$ cat src/rtl/spi_reg_pkg.sv
// Shared types for the SPI register-access master.
// Assumes nothing beyond IEEE 1800-2017 packages.
package spi_reg_pkg;
    typedef enum logic [2:0] {
        ST_IDLE,
        ST_LEAD,
        ST_HDR,
        ST_PWAIT,
        ST_PAY,
        ST_TAIL,
        ST_GAP
    } xfer_st_t;

    localparam int unsigned IDX_LIMIT = 32'h7FFF;
    localparam int unsigned ID_LIMIT  = 32'h3F;
endpackage

$ cat src/rtl/spi_hdr_builder.sv
// Combinational header composer and argument checker.
// Produces up to three header octets and their count, and flags illegal
// requests. Assumes inputs are stable while the caller samples them.
module spi_hdr_builder (
    input  logic       wr,
    input  logic [7:0] reg_id,
    input  logic [15:0] sub_idx,
    input  logic [15:0] byte_cnt,
    output logic [7:0] oct0,
    output logic [7:0] oct1,
    output logic [7:0] oct2,
    output logic [1:0] n_oct,
    output logic       bad
);
    import spi_reg_pkg::*;

    logic        has_sub;
    logic        ext;
    logic [16:0] span_end;

    // Compose the header octets and their count from the index range.
    always_comb begin
        has_sub  = (sub_idx != 16'd0);
        ext      = (sub_idx > 16'd127);
        oct0     = {wr, has_sub, reg_id[5:0]};
        oct1     = {ext, sub_idx[6:0]};
        oct2     = sub_idx[14:7];
        n_oct    = !has_sub ? 2'd1 : (ext ? 2'd3 : 2'd2);
        span_end = {1'b0, sub_idx} + {1'b0, byte_cnt};
    end

    // Reject identifiers, indices or spans outside the addressable area.
    always_comb begin
        bad = (32'(reg_id) > ID_LIMIT) || (32'(sub_idx) > IDX_LIMIT)
           || (32'(span_end) > IDX_LIMIT);
    end
endmodule

$ cat src/rtl/spi_byte_shifter.sv
// One-byte SPI mode 0 shift engine, MSB first.
// Each SCLK phase lasts half+1 clocks; MISO is sampled as SCLK rises.
// Assumes go is only pulsed while the engine is inactive.
module spi_byte_shifter #(
    parameter int DIV_W = 8
) (
    input  logic             clk,
    input  logic             rst_n,
    input  logic [DIV_W-1:0] half,
    input  logic             go,
    input  logic [7:0]       tx,
    input  logic             miso,
    output logic             sclk,
    output logic             mosi,
    output logic [7:0]       rx,
    output logic             fin
);
    logic [DIV_W-1:0] cnt;
    logic [2:0]       bitn;
    logic [7:0]       sh;
    logic             act;

    // Step the SCLK phases and shift data for one byte.
    always_ff @(posedge clk) begin
        if (!rst_n) begin
            cnt  <= '0;
            bitn <= '0;
            sh   <= '0;
            rx   <= '0;
            act  <= 1'b0;
            sclk <= 1'b0;
            fin  <= 1'b0;
        end else begin
            fin <= 1'b0;
            if (go && !act) begin
                act  <= 1'b1;
                sh   <= tx;
                cnt  <= '0;
                bitn <= '0;
                sclk <= 1'b0;
            end else if (act) begin
                if (cnt == half) begin
                    cnt <= '0;
                    if (!sclk) begin
                        sclk <= 1'b1;
                        rx   <= {rx[6:0], miso};
                    end else begin
                        sclk <= 1'b0;
                        if (bitn == 3'd7) begin
                            act <= 1'b0;
                            fin <= 1'b1;
                        end else begin
                            bitn <= bitn + 3'd1;
                            sh   <= {sh[6:0], 1'b0};
                        end
                    end
                end else begin
                    cnt <= cnt + 1'b1;
                end
            end
        end
    end

    // The current bit is always the top of the shift register.
    assign mosi = sh[7];
endmodule

$ cat src/rtl/spi_reg_master.sv
// SPI register-access transaction master (top).
// Sequences chip select, header octets and payload bytes through the
// byte shifter. Assumes IDLE_GAP >= 1 and DIV_W <= counter width.
module spi_reg_master #(
    parameter int DIV_W    = 8,
    parameter int IDLE_GAP = 4
) (
    input  logic             clk,
    input  logic             rst_n,
    input  logic [DIV_W-1:0] div_half,
    input  logic             start,
    input  logic             wr_en,
    input  logic [7:0]       reg_id,
    input  logic [15:0]      sub_idx,
    input  logic [15:0]      byte_cnt,
    input  logic [7:0]       wdata,
    input  logic             wvalid,
    output logic             wready,
    output logic [7:0]       rdata,
    output logic             rvalid,
    output logic             busy,
    output logic             done,
    output logic             err,
    output logic             sclk,
    output logic             mosi,
    input  logic             miso,
    output logic             cs_n
);
    import spi_reg_pkg::*;

    localparam int GAP_W = $clog2(IDLE_GAP + 1);
    localparam int CW    = (DIV_W > GAP_W) ? DIV_W : GAP_W;

    xfer_st_t        st;
    logic [CW-1:0]   cnt;
    logic [7:0]      hb0, hb1, hb2;
    logic [1:0]      hn, hpos;
    logic [15:0]     remain;
    logic            is_wr;
    logic            go;
    logic [7:0]      go_byte;
    logic [7:0]      c0, c1, c2;
    logic [1:0]      cn;
    logic            c_bad;
    logic [7:0]      sh_rx;
    logic            sh_fin;

    spi_hdr_builder u_hdr (
        .wr(wr_en), .reg_id(reg_id), .sub_idx(sub_idx), .byte_cnt(byte_cnt),
        .oct0(c0), .oct1(c1), .oct2(c2), .n_oct(cn), .bad(c_bad)
    );

    spi_byte_shifter #(.DIV_W(DIV_W)) u_shift (
        .clk(clk), .rst_n(rst_n), .half(div_half), .go(go), .tx(go_byte),
        .miso(miso), .sclk(sclk), .mosi(mosi), .rx(sh_rx), .fin(sh_fin)
    );

    // Transaction sequencer: framing, header loop, payload loop, idle gap.
    always_ff @(posedge clk) begin
        if (!rst_n) begin
            st      <= ST_IDLE;
            cnt     <= '0;
            hb0     <= '0;
            hb1     <= '0;
            hb2     <= '0;
            hn      <= '0;
            hpos    <= '0;
            remain  <= '0;
            is_wr   <= 1'b0;
            go      <= 1'b0;
            go_byte <= '0;
            rdata   <= '0;
            rvalid  <= 1'b0;
            done    <= 1'b0;
            err     <= 1'b0;
            cs_n    <= 1'b1;
        end else begin
            go     <= 1'b0;
            done   <= 1'b0;
            err    <= 1'b0;
            rvalid <= 1'b0;
            unique case (st)
                ST_IDLE: if (start) begin
                    if (c_bad) begin
                        err <= 1'b1;
                    end else begin
                        hb0    <= c0;
                        hb1    <= c1;
                        hb2    <= c2;
                        hn     <= cn;
                        hpos   <= '0;
                        remain <= byte_cnt;
                        is_wr  <= wr_en;
                        cs_n   <= 1'b0;
                        cnt    <= '0;
                        st     <= ST_LEAD;
                    end
                end
                ST_LEAD: if (cnt == CW'(div_half)) begin
                    go      <= 1'b1;
                    go_byte <= hb0;
                    hpos    <= 2'd1;
                    st      <= ST_HDR;
                end else begin
                    cnt <= cnt + 1'b1;
                end
                ST_HDR: if (sh_fin) begin
                    if (hpos < hn) begin
                        go      <= 1'b1;
                        go_byte <= (hpos == 2'd1) ? hb1 : hb2;
                        hpos    <= hpos + 2'd1;
                    end else if (remain == 16'd0) begin
                        cnt <= '0;
                        st  <= ST_TAIL;
                    end else if (is_wr) begin
                        st <= ST_PWAIT;
                    end else begin
                        go      <= 1'b1;
                        go_byte <= 8'h00;
                        st      <= ST_PAY;
                    end
                end
                ST_PWAIT: if (wvalid) begin
                    go      <= 1'b1;
                    go_byte <= wdata;
                    st      <= ST_PAY;
                end
                ST_PAY: if (sh_fin) begin
                    if (!is_wr) begin
                        rdata  <= sh_rx;
                        rvalid <= 1'b1;
                    end
                    remain <= remain - 16'd1;
                    if (remain == 16'd1) begin
                        cnt <= '0;
                        st  <= ST_TAIL;
                    end else if (is_wr) begin
                        st <= ST_PWAIT;
                    end else begin
                        go      <= 1'b1;
                        go_byte <= 8'h00;
                    end
                end
                ST_TAIL: if (cnt == CW'(div_half)) begin
                    cs_n <= 1'b1;
                    done <= 1'b1;
                    cnt  <= '0;
                    st   <= ST_GAP;
                end else begin
                    cnt <= cnt + 1'b1;
                end
                ST_GAP: if (cnt == CW'(IDLE_GAP - 1)) begin
                    st <= ST_IDLE;
                end else begin
                    cnt <= cnt + 1'b1;
                end
                default: st <= ST_IDLE;
            endcase
        end
    end

    // Handshake and activity flags decoded from the sequencer state.
    assign wready = (st == ST_PWAIT);
    assign busy   = (st != ST_IDLE);
endmodule

$ cat config.mk
export PLATFORM = sky130hd
export DESIGN_NAME = spi_reg_master
export DESIGN_NICKNAME = d
export VERILOG_FILES = /design/src/rtl/spi_reg_pkg.sv /design/src/rtl/spi_hdr_builder.sv /design/src/rtl/spi_byte_shifter.sv /design/src/rtl/spi_reg_master.sv
export SDC_FILE = /design/constraint.sdc
export NUM_CORES = 1
export LEC_CHECK = 0
export ABC_AREA = 1
export BUFFER_PORTS_ARGS = -buffer_cell sky130_fd_sc_hd__buf_2
export CAP_MARGIN = 20
export CORE_ASPECT_RATIO = 1.5
export CORE_UTILIZATION = 55
export DETAILED_ROUTE_END_ITERATION = 16
export GPL_TIMING_DRIVEN = 0
export PLACE_DENSITY = 0.76
export SYNTH_ARGS = -nofsm -noshare
export SYNTH_HDL_FRONTEND = slang
export SYNTH_HIERARCHICAL = 1
export SYNTH_SLANG_ARGS = --single-unit
$ cat constraint.sdc
create_clock -name clk -period 3.2 [get_ports clk]
set_clock_uncertainty 0.15 [all_clocks]
set_input_delay 0.64 -clock clk [delete_from_list [all_inputs] [get_ports clk]]
set_output_delay 0.64 -clock clk [all_outputs]
set_load 0.005 [all_outputs]
## Yosys cells after proc, flatten, opt, wreduce, memory -nomap -nowiden

Cells that the tools add are included.

- Input port bits: 62
- Bits in registers: 107
- Word-level logic and storage cells: 179

- Bitwise logic cells: 8
- Muxes and demuxes: 74
- Reduce and logical (&&, ||, !) cells: 33
- Equality and inequality tests: 30
- Order comparisons: 5
- $add $sub $neg: 6

Operators with widths:

| kind | number |
|---|---|
| two-way mux 8 bit | 25 |
| two-way mux 16 bit | 3 |
| one-hot mux 8 bit (6 select lines) | 1 |
| two-way mux 3 bit | 13 |
| one-hot mux 16 bit (2 select lines) | 1 |
| one-hot mux 8 bit (4 select lines) | 1 |
| inequality test 2 bit, second input constant | 13 |
| one-hot mux 3 bit (7 select lines) | 1 |
| two-way mux 1 bit | 20 |
| AND reduction 10 bit | 2 |
| AND reduction 4 bit | 5 |
| adder 16 x 16 -> 17 bit | 1 |
| greater-than comparator 17 x 15 -> 1 bit, second input constant | 1 |
| adder 8 x 1 -> 8 bit, second input constant | 2 |
| equality test 16 x 1 -> 1 bit, second input constant | 1 |
| equality test 8 bit | 2 |
| greater-than comparator 16 x 15 -> 1 bit, second input constant | 1 |
| greater-than comparator 16 x 7 -> 1 bit, second input constant | 1 |
| logical NOT 16 bit | 1 |
| nonzero test 16 bit | 1 |
| subtractor 16 x 1 -> 16 bit, second input constant | 1 |
| equality test 3 bit, second input constant | 4 |
| two-way mux 2 bit | 6 |
| AND reduction 3 bit | 4 |
| 27 further kinds | 45 |

## Longest topological paths before layout

- Depth after elaboration: 6
- Mapped depth: 22
- Mapped depth without buffers: 22

## By module

The synthesis kept the hierarchy.

Modules (own cells, without submodules):

| module | area an instance (um^2) | cells an instance | seq. area each (um^2) | instances |
|---|---|---|---|---|
| spi_reg_master | 4350.4 | 696 | 1541.5 | 1 |
| spi_byte_shifter | 1527.7 | 223 | 600.6 | 1 |
| spi_hdr_builder | 789.5 | 130 | 0.0 | 1 |

## Least setup slack after synthesis

Ideal clock, no wire load.

- Path type: input port to flip-flop
- From: input sub_idx[0]
- To: register hb1[0]
- Slack: 0.426 ns
- Stages on the path: 19
- Buffers on the path: 2
- Data required time: 2.922 ns
- Arrival: 2.496 ns
- Cells stage by stage: ha_1 inv_1 fa_1 inv_1 nand2_1 nand2_1 nand3_1 nand2_1 nand3_1 nand2_1 nor2_1 nand3_1 inv_1 nand2_1 nor2_4 inv_2 clkbuf_1 clkbuf_1 a21oi_1

- Cells in the longest elaborated chain, start to end: 5

RTL lines:

| item | RTL line | text |
|---|---|---|
| start: declaration | spi_reg_master.sv:14 | `input logic [15:0] sub_idx,` |
| adder 16 x 16 -> 17 bit or greater-than comparator 16 x 15 -> 1 bit (tied branches) | spi_hdr_builder.sv:29, spi_hdr_builder.sv:34 |  |
| greater-than comparator 17 x 15 -> 1 bit or logical OR 1 bit (tied branches) | spi_hdr_builder.sv:35, spi_hdr_builder.sv:34 |  |
| logical OR 1 bit (*) | spi_hdr_builder.sv:35 | `\|\| (32'(span_end) > IDX_LIMIT);` |
| named net c_bad | spi_reg_master.sv:44 | `logic c_bad;` |
| inverter 1 bit (no line) (*) | n/a |  |
| AND reduction 3 bit (no line) (*) | n/a |  |
| end signal: assignment | spi_reg_master.sv:64 | `hb1 <= '0;` |
| end signal: assignment | spi_reg_master.sv:88 | `hb1 <= c1;` |
| end: declaration | spi_reg_master.sv:36 | `logic [7:0] hb0, hb1, hb2;` |

Mark *: on every way through the listed nets, which the timed path passes. The rest lies on a longest branch.
A chain may end at the register's enable or synchronous reset.

## Worst setup path in the final report

- From: input byte_cnt[0]
- To: register remain[14]

- Cells in the longest elaborated chain, start to end: 5

RTL lines:

| item | RTL line | text |
|---|---|---|
| start: declaration | spi_reg_master.sv:15 | `input logic [15:0] byte_cnt,` |
| adder 16 x 16 -> 17 bit | spi_hdr_builder.sv:29 | `span_end = {1'b0, sub_idx} + {1'b0, byte_cnt};` |
| greater-than comparator 17 x 15 -> 1 bit | spi_hdr_builder.sv:35 |  |
| logical OR 1 bit | spi_hdr_builder.sv:35 |  |
| named net c_bad | spi_reg_master.sv:44 |  |
| inequality test 2 bit (no line) | n/a |  |
| AND reduction 4 bit (no line) | n/a |  |
| end signal: assignment | spi_reg_master.sv:92 | `remain <= byte_cnt;` |
| end signal: assignment | spi_reg_master.sv:133 | `remain <= remain - 16'd1;` |
| end: declaration | spi_reg_master.sv:38 | `logic [15:0] remain;` |

The timed path passes the listed nets, and every way through them passes these cells.

==> impl_metrics.csv <==
group,metric,value,unit
run_status,outcome,"finished, final reports clean",
routing,vias_per_cell,5.18,
die,core,0.0117,sq mm
power_and_ir_drop,power,3.86,mW
routing,drtIter0Drc,378,
yosys,synthTopCellsByCount,"nand2_1, nor2_1, dfxtp_1, inv_1, o21ai_0",
power_and_ir_drop,vdd_ir_drop_max,0.000295,V
yosys,ys_seq_area_share,32.1,%
sta,setup_violations,0,
routing,wire_per_inst,13.5,um
yosys,synth_flop_cell,"dfxtp_1",
yosys,synth-simple-area-share,35.4,%
yosys,synth_cell_types,44,
die,io_pins,78,
sta,period_needed,3.00,ns
power_and_ir_drop,pwr-share-comb,32.6,%
yosys,synth_top_family_by_area,"simple AND/OR/NAND/NOR gates",
die,core.rowCount,48,
yosys,yosysMostFrequentCell,"nand2_1",
routing,num_vias,6666,
power_and_ir_drop,seqPwrFrac,38.9,%
yosys,synth_fa_ha_area_share,4.99,%
global_routing,grt_usage,28.2,%
die,dieArea,0.0126,sq mm
layout,final_net_count,1221,
yosys,netlist_area,0.00667,sq mm
layout,post-route-util,64.6,%
clocking,clk_latency,0.36,ns
critical_path,critPathMaxFanout,10,
yosys,synth_top_area_cell,"dfxtp_1",
power_and_ir_drop,p_int,2.44,mW
layout,areaGrowthSynthToFinish,12.9,%
yosys,synth_edf_count,0,
yosys,synth_top_area_share,32.1,%
critical_path,cp-start-kind,"input port",
hold_path,hold_class,"flip-flop to flip-flop",
clocking,htreeDepth,3,
clocking,hold_buffers,0,
global_routing,overflow,0,
clocking,clock-root-buffer,"clkbuf_16",
sta,final_max_slew_viol_count,0,
routing,drcViolationCount,0,
yosys,synth-seq-cells,107,
layout,antenna_cells,0,
power_and_ir_drop,power_density,513,mW/mm^2
sta,slew_headroom,58.9,%
yosys,synth_xor_area_share,2.63,%
global_routing,grt_pass1_vias,6073,
clocking,cts.sinks,107,
critical_path,end_kind,"flip-flop",
yosys,synth.area.top_cells,"dfxtp_1, nand2_1, nor2_1",
global_routing,grt_pass1_wl,27900,um
sta,clock.fmax,333,MHz
clocking,numCtsBuffers,9,
power_and_ir_drop,p_leak,3.69,nW
global_routing,grt_antenna_before_repair,0,
routing,final_antenna_net_count,0,
clocking,clock_path_buffers,2,
yosys,synth-async-reset-ratio,0,%
die,die_w,91.9,um
sta,post-route-period-util,93.8,%
yosys,synth_area_per_cell,6.36,sq um
yosys,synth_mux_area_share,0,%
layout,drive_above_1_share,14.2,%
critical_path,cp.arrival,3.14,ns
routing,routed_wl,17400,um
routing,first_pass_iters,5,
yosys,yosys_warnings,6,
sta,tightest_slew,0.616,ns
die,start_util,57.2,%
place,port_buffers,70,
power_and_ir_drop,clockPowerShare,28.6,%
yosys,syn_nets,1137,
sta,finalHoldViolCount,0,
global_routing,grt_max_degree,20,
power_and_ir_drop,switching_share,36.9,%
yosys,netlist_instances,1049,
run,drv_cap,0,
power_and_ir_drop,switching_power,1.43,mW
yosys,synth_compound_area_share,13.2,%
critical_path,critPathKind,"input port to flip-flop",
clocking,path_clk_slew,0.08,ns
place,hpwlAfterDp,13700,um
critical_path,cp.required,3.34,ns
die,fp.dieH,137,um
clocking,cts_tree,"done",
place,routabilityCongestion,0.922,
-- registers in the layout, indices dropped and copies added (netlist names), 3 cells and up --
register	flops
remain	16
cnt	8
go_byte	8
hb0	8
hb1	8
hb2	8
rdata	8
u_shift/cnt	8
u_shift/rx	8
u_shift/sh	8
st	3
u_shift/bitn	3
-- per-stage QoR --
stage               hold slack (ns)  instance area, sq um  instances  TNS [ns]  setup slack [ns]
floorplan                     0.279                  6670       1049         0             0.426
global placement              0.291                  7210       1269     -5.51            -0.276
detailed placement            0.293                  7210       1269     -6.55            -0.283
CTS                           0.304                  7500       1285         0            0.0818
global route                  0.320                  7530       1288  -0.00720          -0.00720
finish                        0.302                  7530       1288         0             0.199
-- cell usage in the layout (no fill, tap or decap), types with 10 or more instances in the layout --
cell / count
nand3_1: 38
a21oi_1: 63
dfxtp_1: 107
xnor2_1: 12
nand3b_1: 10
nand2_1: 286
buf_2: 76
clkbuf_1: 16
ha_1: 25
inv_1: 104
buf_4: 33
nor2_1: 180
o21ai_0: 84
-- routing by layer --
layer	vias up	GRT usage [%]	routed length, um
met4	0	15.4	810
met1	2976	28.8	6810
met5	-	0	0
met3	48	4.11	656
li1	3468	-	-
met2	174	54.5	9110
-- what timing repair did --
item	4_1_cts	5_1_grt
hold endpoints to repair	0	0
setup endpoints to repair	0	24
gates resized for setup	0	5
buffers inserted	0	3
-- power by group through the flow --
stage,Clock (mW),Sequential [mW],Combinational [mW]
final,1.10,1.50,1.26
after CTS,1.12,1.50,1.25
after detailed placement,0,1.53,1.24
after global routing,1.17,1.51,1.41
after global placement,0,1.53,1.22
after floorplan,0,1.51,0.924
-- path summary, 6_finish.rpt --
path,from,endpoint,slack [ns],cells after the start
min,hb1[3]$_SDFFE_PN0P_,hb1[3]$_SDFFE_PN0P_,0.30,2
max,byte_cnt[0],remain[14]$_SDFFE_PN0P_,0.20,23
min reg2reg,hb1[3]$_SDFFE_PN0P_,hb1[3]$_SDFFE_PN0P_,0.30,2
max reg2reg,hn[1]$_SDFFE_PN0P_,go_byte[6]$_SDFFE_PN0P_,1.05,11
-- cell families after synthesis --
family	Yosys count
and+or+nand+nor	560
DFF	107
buffers and inverters	171
adders and majority gates	26
xor gates and xnor gates	20
AOI/OAI and AO/OA	165
-- cell type report --
class | count | area (sq um)
plain buffers | 57 | 352
flip-flops and latches | 107 | 2140
clock buffers | 10 | 239
inverters | 114 | 430
multi-input cells | 771 | 3750
repair buffers | 73 | 373
well taps | 150 | 188
clock inverters | 6 | 55.1
fillers | 1153 | 4120
-- critical path, cell delays in order --
cell     delay [ns]
buf_2          0.14
ha_1           0.20
inv_1          0.07
fa_1           0.15
inv_1          0.04
nand2_1        0.05
nand2_1        0.05
nand3_1        0.07
nand2_1        0.09
nand3_1        0.08
nand2_1        0.05
nor2_1         0.11
nand3_1        0.14
inv_1          0.08
nand2_1        0.11
nor2_4         0.19
inv_2          0.08
nand2_4        0.12
inv_2          0.08
buf_4          0.17
nor2_1         0.16
o21ai_0        0.12
a21oi_1        0.14
Power figures use the tool's default switching activity.
